==> config.mk <==
export PLATFORM = sky130hd
export DESIGN_NAME = uart_irq_ident
export DESIGN_NICKNAME = d
export VERILOG_FILES = /design/src/rtl/uirq_pkg.sv /design/src/rtl/uirq_rx_timeout.sv /design/src/rtl/uirq_txe_src.sv /design/src/rtl/uirq_prio_enc.sv /design/src/rtl/uart_irq_ident.sv
export SDC_FILE = /design/constraint.sdc
export NUM_CORES = 1
export LEC_CHECK = 0
export BUFFER_PORTS_ARGS = -buffer_cell sky130_fd_sc_hd__buf_4
export CORE_AREA = 2 2 39 41
export CTS_BUF_LIST = sky130_fd_sc_hd__clkbuf_4 sky130_fd_sc_hd__clkbuf_8
export DETAILED_ROUTE_END_ITERATION = 7
export DIE_AREA = 0 0 41 43
export PLACE_DENSITY = 0.82
export SYNTH_ARGS = -nofsm -noshare
export SYNTH_HDL_FRONTEND = slang
export SYNTH_SLANG_ARGS = --single-unit
==> constraint.sdc <==
create_clock -name clk -period 1.7 [get_ports clk]
set_input_delay 0.085 -clock clk [delete_from_list [all_inputs] [get_ports clk]]
set_output_delay 0.085 -clock clk [all_outputs]
set_load 0.005 [all_outputs]
==> src/rtl/uirq_pkg.sv <==
package uirq_pkg;
  // cause codes for identification bits 3..1
  localparam logic [2:0] CAUSE_LINE = 3'b011;
  localparam logic [2:0] CAUSE_RXD  = 3'b010;
  localparam logic [2:0] CAUSE_RXTO = 3'b110;
  localparam logic [2:0] CAUSE_TXE  = 3'b001;
  localparam logic [2:0] CAUSE_MDM  = 3'b000;

  // enable register bit positions
  localparam int EN_RXD  = 0;
  localparam int EN_TXE  = 1;
  localparam int EN_LINE = 2;
  localparam int EN_MDM  = 3;

  localparam logic [7:0] IIR_IDLE = 8'h01;
endpackage

==> src/rtl/uirq_rx_timeout.sv <==
module uirq_rx_timeout #(
  parameter int TO_CHARS = 4
) (
  input  logic clk,
  input  logic rst,
  input  logic nonempty_i,
  input  logic new_char_i,
  input  logic read_i,
  input  logic tick_i,
  output logic timeout_o
);
  localparam int CW = $clog2(TO_CHARS + 1);
  localparam logic [CW-1:0] LIMIT = CW'(TO_CHARS);

  logic [CW-1:0] cnt_q;
  logic          restart;

  assign restart = !nonempty_i || new_char_i || read_i;

  always_ff @(posedge clk) begin
    if (rst) begin
      cnt_q <= '0;
    end else if (restart) begin
      cnt_q <= '0;
    end else if (tick_i && cnt_q != LIMIT) begin
      cnt_q <= cnt_q + 1'b1;
    end
  end

  assign timeout_o = (cnt_q == LIMIT);

  assert_restart_clears_R8: assert property (@(posedge clk) disable iff (rst)
    restart |=> !timeout_o);
  assert_last_tick_sets_R8: assert property (@(posedge clk) disable iff (rst)
    (!restart && tick_i && cnt_q == LIMIT - 1'b1) |=> timeout_o);
endmodule

==> src/rtl/uirq_txe_src.sv <==
module uirq_txe_src (
  input  logic clk,
  input  logic rst,
  input  logic empty_i,
  input  logic write_i,
  input  logic ack_i,
  output logic pend_o
);
  logic empty_q;
  logic rise;

  assign rise = empty_i && !empty_q;

  always_ff @(posedge clk) begin
    if (rst) begin
      empty_q <= 1'b0;
      pend_o  <= 1'b0;
    end else begin
      empty_q <= empty_i;
      if (rise)
        pend_o <= 1'b1;
      else if (write_i || ack_i)
        pend_o <= 1'b0;
    end
  end

  assert_rise_sets_R9: assert property (@(posedge clk) disable iff (rst)
    rise |=> pend_o);
  assert_ack_clears_R9: assert property (@(posedge clk) disable iff (rst)
    (!rise && (ack_i || write_i)) |=> !pend_o);
endmodule

==> src/rtl/uirq_prio_enc.sv <==
module uirq_prio_enc
  import uirq_pkg::*;
#(
  parameter int LSR_W = 4,
  parameter int MSR_W = 4
) (
  input  logic [7:0]       ier_i,
  input  logic [LSR_W-1:0] lsr_err_i,
  input  logic             rx_avail_i,
  input  logic             timeout_i,
  input  logic             txe_pend_i,
  input  logic [MSR_W-1:0] msr_delta_i,
  input  logic             fifo_en_i,
  output logic [7:0]       iir_next_o,
  output logic             irq_next_o
);
  logic       line_on, rxd_on, rxto_on, txe_on, mdm_on;
  logic [2:0] cause;
  logic       pending;

  assign line_on = ier_i[EN_LINE] && (|lsr_err_i);
  assign rxd_on  = ier_i[EN_RXD]  && rx_avail_i;
  assign rxto_on = ier_i[EN_RXD]  && timeout_i;
  assign txe_on  = ier_i[EN_TXE]  && txe_pend_i;
  assign mdm_on  = ier_i[EN_MDM]  && (|msr_delta_i);

  always_comb begin
    pending = 1'b1;
    if (line_on)      cause = CAUSE_LINE;
    else if (rxd_on)  cause = CAUSE_RXD;
    else if (rxto_on) cause = CAUSE_RXTO;
    else if (txe_on)  cause = CAUSE_TXE;
    else if (mdm_on)  cause = CAUSE_MDM;
    else begin
      cause   = CAUSE_MDM;
      pending = 1'b0;
    end
  end

  assign iir_next_o = {{2{fifo_en_i}}, 2'b00, cause, !pending};
  assign irq_next_o = pending;
endmodule

==> src/rtl/uart_irq_ident.sv <==
module uart_irq_ident
  import uirq_pkg::*;
#(
  parameter int TO_CHARS = 4,
  parameter int LSR_W    = 4,
  parameter int MSR_W    = 4
) (
  input  logic             clk,
  input  logic             rst,
  input  logic [7:0]       ier_i,
  input  logic [LSR_W-1:0] lsr_err_i,
  input  logic             rx_avail_i,
  input  logic             rx_nonempty_i,
  input  logic             rx_new_char_i,
  input  logic             rx_read_i,
  input  logic             char_tick_i,
  input  logic             thr_empty_i,
  input  logic             thr_write_i,
  input  logic [MSR_W-1:0] msr_delta_i,
  input  logic             fifo_en_i,
  input  logic             iir_rd_i,
  output logic [7:0]       iir_o,
  output logic             irq_o
);
  logic       timeout;
  logic       txe_pend;
  logic       txe_ack;
  logic [7:0] iir_next;
  logic       irq_next;

  // a read acknowledges transmit-empty only when that is the cause shown
  assign txe_ack = iir_rd_i && (iir_o[3:0] == {CAUSE_TXE, 1'b0});

  uirq_rx_timeout #(.TO_CHARS(TO_CHARS)) u_tmo (
    .clk        (clk),
    .rst        (rst),
    .nonempty_i (rx_nonempty_i),
    .new_char_i (rx_new_char_i),
    .read_i     (rx_read_i),
    .tick_i     (char_tick_i),
    .timeout_o  (timeout)
  );

  uirq_txe_src u_txe (
    .clk     (clk),
    .rst     (rst),
    .empty_i (thr_empty_i),
    .write_i (thr_write_i),
    .ack_i   (txe_ack),
    .pend_o  (txe_pend)
  );

  uirq_prio_enc #(.LSR_W(LSR_W), .MSR_W(MSR_W)) u_enc (
    .ier_i       (ier_i),
    .lsr_err_i   (lsr_err_i),
    .rx_avail_i  (rx_avail_i),
    .timeout_i   (timeout),
    .txe_pend_i  (txe_pend),
    .msr_delta_i (msr_delta_i),
    .fifo_en_i   (fifo_en_i),
    .iir_next_o  (iir_next),
    .irq_next_o  (irq_next)
  );

  always_ff @(posedge clk) begin
    if (rst) begin
      iir_o <= IIR_IDLE;
      irq_o <= 1'b0;
    end else begin
      iir_o <= iir_next;
      irq_o <= irq_next;
    end
  end

  assert_line_first_R3: assert property (@(posedge clk) disable iff (rst)
    (ier_i[EN_LINE] && (|lsr_err_i)) |=> (iir_o[3:0] == 4'h6));
  assert_modem_raises_R4: assert property (@(posedge clk) disable iff (rst)
    (ier_i[EN_MDM] && (|msr_delta_i)) |=> irq_o);
  assert_all_off_idle_R10: assert property (@(posedge clk) disable iff (rst)
    (ier_i[3:0] == 4'h0) |=> (!irq_o && iir_o[0]));
  assert_fifo_marks_R6: assert property (@(posedge clk) disable iff (rst)
    fifo_en_i |=> (iir_o[7:6] == 2'b11));
endmodule

## After elaboration in Yosys (flattened, before gate mapping)

Index checks and enable logic that the tools add are counted.
W data, S select, Z words.

- Output and inout port bits: 9
- Register bits after elaboration: 13
- Input port bits: 27

- Multiplexer cells: 11
- Reduce and logical (&&, ||, !) cells: 19
- Eq/ne operators: 3
- Add/subtract/negate cells: 1

Operators by type and width:

| kind | number |
|---|---|
| $logic_and A1 B1 Y1 | 8 |
| $mux W1 | 8 |
| $reduce_or A4 Y1 | 2 |
| $eq A4 B2 Y1 const B | 1 |
| $mux W2 | 2 |
| $add A3 B1 Y3 const B | 1 |
| $eq A3 B3 Y1 const B | 1 |
| $logic_not A1 Y1 | 3 |
| $logic_or A1 B1 Y1 | 3 |
| $mux W3 | 1 |
| $ne A3 B3 Y1 const B | 1 |
| $reduce_or A3 Y1 | 1 |
| $reduce_bool A2 Y1 | 1 |
| $reduce_or A2 Y1 | 1 |

## Depth between registers and ports, before layout

- Depth after elaboration: 8
- Gate-level depth with buffers: 5
- Mapped depth without buffers: 5

## Modules after synthesis

A second synthesis with hierarchy kept.

- Cells, all modules: 58
- Area total of the unflattened synthesis: 604.3 um^2

By module, submodules not included:

| module | times used | area each (um^2) | cells each |
|---|---|---|---|
| uart_irq_ident | 1 | 246.5 | 20 |
| uirq_rx_timeout | 1 | 171.4 | 17 |
| uirq_prio_enc | 1 | 120.1 | 15 |
| uirq_txe_src | 1 | 66.3 | 6 |

## Least setup slack after synthesis

Ideal clock, no wire load.

- Path kind: register to register
- Start point: reg u_tmo.cnt_q[0]
- End point: reg u_tmo.cnt_q[1]
- Slack: 504 ps
- Path buffers: 0
- Stages on the path, launching flop included: 6
- Data required time: 1586 ps
- Arrival: 1081 ps
- Cell sequence: dfxtp_1 -> inv_1 -> ha_1 -> a21boi_1 -> mux2i_1 -> nor2_1

- Cells in the longest elaborated chain, start to end: 2
- Elaborated cells between the ends (all ways): 3
- Those cells by class: add/sub: 1; eq/ne: 1; reduce/logical: 1

RTL lines:

| element | RTL line | text |
|---|---|---|
| start: declaration | uirq_rx_timeout.sv:15 | `logic [CW-1:0] cnt_q;` |
| start signal: assignment | uirq_rx_timeout.sv:26 | `cnt_q <= cnt_q + 1'b1;` |
| branches (longest 2 deep; another with $add A3 B1 Y3) | n/a |  |

Parallel ways; which one is timed is not known.
A chain may end at the register's enable or synchronous reset.

## Final worst setup path

Ends and elaborated chain as after synthesis.

==> out/qor.yml <==
reg2reg_depth: 5
ys.flop_type: "dfxtp_1"
vias_per_cell: 4.819
min_from: "rst"
firstDrtPassIters: 2
power_switching_uw: 120.5
period_minus_slack_ns: 1.304
met2_length_um: 420
cts-buffers-inserted: 3
switching_share_pct: 21.71
r2r_end: "u_tmo.cnt_q[1]$_SDFFE_PP0P_"
ys_seq_area_share_pct: 45.01
critPathCaptureType: "flop"
chipHeight_um: 43
core_mm2: 0.001384
grt_pass1_wl_um: 1338
ctsResizeCount: 0
place_hpwl_um: 810.1
grt_usage_pct: 11.78
ios: 36
dpl_cell_area_um2: 708.2
clockPowerShare_pct: 35.1
min_to: "u_txe.pend_o$_SDFFE_PP0P_"
finalSetupViolCount: 0
antenna_left: 0
post_synth_most_frequent_cells: "dfxtp_1 (11), a21oi_1 (3), buf_4 (3), inv_1 (3), nor2_1 (3)"
wire_per_inst_um: 10.62
power_density_mw_per_mm2: 751.9
min_period_over_period_pct: 76.69
postSynthCellCount: 47
n_fill_cell: 133
pwr-share-comb_pct: 15.5
die_w_um: 41
grt-ovfl-total: 0
rrSetupSlack_ns: 0.40
area_growth_pct: 50.90
hold_viol_final: 0
cap_violations: 0
syn-cell-area_um2: 489.2
grt_max_degree: 10
synth_top_area_share_pct: 45.01
hold_buffers: 0
synth_cell_types: 27
status: "complete, no violations"
drt_iter0_drc: 1
slew_violations: 0
num_vias: 453
worstPathRequired_ns: 1.87
fin_area_um2: 738.2
yosysMostFrequentCell: "dfxtp_1"
tns_ns: 0
yosys_warnings: 0
final_layout_size_suffix_gt1_share_pct: 48.72
synth_edf_count: 0
drt-met1-wl_um: 377
nNetsFinal: 108
async_flop_share_pct: 0
gp_congestion: 0.6876
rsz0062_at_grt: "no"
hp-class: "in2reg"
clock_sinks: 11
clock_latency_ns: 0.27
p_leak_nw: 0.3508
synth_area_per_cell_um2: 10.41
ir_drop_v: 0.0005367
fp-row-count: 14
critPathMaxFanout: 4
clk_path_buf_depth: 2
cts_tree: "done"
internal-power_uw: 434.6
min_path_cells: 2
skew_ns: 0.0006220
clk_pin_slew_ns: 0.07
crit_path_start_kind: "flop"
sequentialPowerShare_pct: 49.4
yosys-top-cells-area: "dfxtp_1 (45%), ha_1 (5.1%), buf_4 (4.6%)"
dr_wl_met3_um: 185
grt_pass1_vias: 369
antenna_found_initial: 0
synth_top_area_cell: "dfxtp_1"
root_buffer: "clkbuf_4"
cp.arrival_ns: 1.47
synth-seq-cells: 11
dieArea_mm2: 0.001763
cts_setup_buffers: 0
path_class: "reg2reg"
fin_total_pwr_uw: 555.1
antenna_cells: 0
r2r_start: "u_tmo.cnt_q[0]$_SDFFE_PP0P_"
port_buffers: 29
cts.htree.levels: 1
routed_wirelength_um: 998
dr.max_layer_used: "met4"
initial_core_util_pct: 35.35
drc: 0
max_freq_mhz: 767.1
==> cells by family (layout without fill, tap and decap cells) <==
kind of cell               after synthesis  count (layout)  synth area share, %
and+or+nand+nor                         13              13                19.44
buffers and inverters                    6              36                6.905
adders and majority gates                2               2                5.114
DFF                                     11              11                45.01
AOI/OAI and AO/OA                       12              12                18.93
xor gates and xnor gates                 1               1                1.791
other                                    1               2               0.7665
muxes                                    1               1                2.046
==> critical path, stage by stage (launching register included) <==
cell	delay [ns]
dfxtp_1	0.38
inv_1	0.06
ha_1	0.24
a21boi_1	0.26
mux2i_1	0.22
nor2_1	0.05
==> how the worst max path moves through the flow <==
stage / startpoint / to / slack, ns / depth (start not counted)
final: u_tmo.cnt_q[0]$_SDFFE_PP0P_ / u_tmo.cnt_q[1]$_SDFFE_PP0P_ / 0.40 / 5
after global routing: u_tmo.cnt_q[0]$_SDFFE_PP0P_ / u_tmo.cnt_q[1]$_SDFFE_PP0P_ / 0.30 / 5
after CTS: u_tmo.cnt_q[0]$_SDFFE_PP0P_ / u_tmo.cnt_q[1]$_SDFFE_PP0P_ / 0.39 / 5
after detailed placement: u_tmo.cnt_q[0]$_SDFFE_PP0P_ / u_tmo.cnt_q[1]$_SDFFE_PP0P_ / 0.41 / 5
after global placement: u_tmo.cnt_q[0]$_SDFFE_PP0P_ / u_tmo.cnt_q[1]$_SDFFE_PP0P_ / 0.46 / 5
after floorplan: u_tmo.cnt_q[0]$_SDFFE_PP0P_ / u_tmo.cnt_q[1]$_SDFFE_PP0P_ / 0.50 / 5
==> routing by layer <==
layer / vias up / GRT usage [%]
met5: - / 0
met4: 0 / 6.000
met3: 4 / 8.901
met2: 26 / 18.75
met1: 196 / 10.06
li1: 227 / -
==> through the flow <==
| stage | utilization (%) | instances | worst slack [ns] | hold WS [ns] |
|---|---|---|---|---|
| after floorplan | - | 48 | 0.5042 | 0.1541 |
| after global placement | 51.18 | 90 | 0.4558 | 0.3084 |
| after detailed placement | 51.18 | 90 | 0.4079 | 0.3163 |
| after CTS | 53.35 | 94 | 0.3936 | 0.02861 |
| after global routing | 53.35 | 94 | 0.3037 | 0.03146 |
| final | 53.35 | 94 | 0.3963 | 0.03250 |
==> layout make-up <==
type	count	area, µm²	area share, %
Sequential cell	11	220.2	29.83
Multi-Input combinational cell	31	239.0	32.37
Inverter	3	11.26	1.525
Tap cell	16	20.02	2.712
Clock buffer	4	30.03	4.068
Timing Repair Buffer	29	217.7	29.49
==> sequential cells by signal, indices dropped and copies added (netlist names) <==
name and cells:
iir_o 5, u_txe.empty_q 1, u_tmo.cnt_q 3, u_txe.pend_o 1, irq_o 1
==> cells in the final DEF (no fill, tap or decap) <==
| cell | synthesis | final |
|---|---|---|
| and4b_1 | 1 | 1 |
| nor2_1 | 3 | 3 |
| or4b_4 | 1 | 1 |
| a21oi_1 | 3 | 3 |
| nand2_1 | 1 | 1 |
| mux2i_1 | 1 | 1 |
| o41ai_1 | 1 | 1 |
| inv_1 | 3 | 3 |
| nor3_2 | 1 | 1 |
| o21ba_1 | 1 | 1 |
| ha_1 | 2 | 2 |
| a31o_1 | 1 | 1 |
| clkbuf_4 | 0 | 4 |
| a21o_1 | 1 | 1 |
| a211o_1 | 1 | 1 |
| buf_4 | 3 | 29 |
| nor4b_1 | 1 | 1 |
| conb_1 | 1 | 2 |
| xnor2_1 | 1 | 1 |
| nand4b_1 | 1 | 1 |
| nor3_1 | 1 | 1 |
| a21oi_2 | 1 | 1 |
| dfxtp_1 | 11 | 11 |
| nand2b_1 | 1 | 1 |
| a21boi_1 | 1 | 1 |
| o41a_1 | 1 | 1 |
| and2b_2 | 2 | 2 |
| a31oi_1 | 1 | 1 |
==> power by group through the flow <==
stage	Clock [mW]	Sequential, mW	Combinational [mW]
after floorplan	0	0.280	0.0318
after global placement	0	0.280	0.0856
after detailed placement	0	0.281	0.0870
after CTS	0.204	0.274	0.0871
after global routing	0.215	0.275	0.0942
final	0.195	0.274	0.0861
Note: power is estimated with default switching activity, not from simulation.
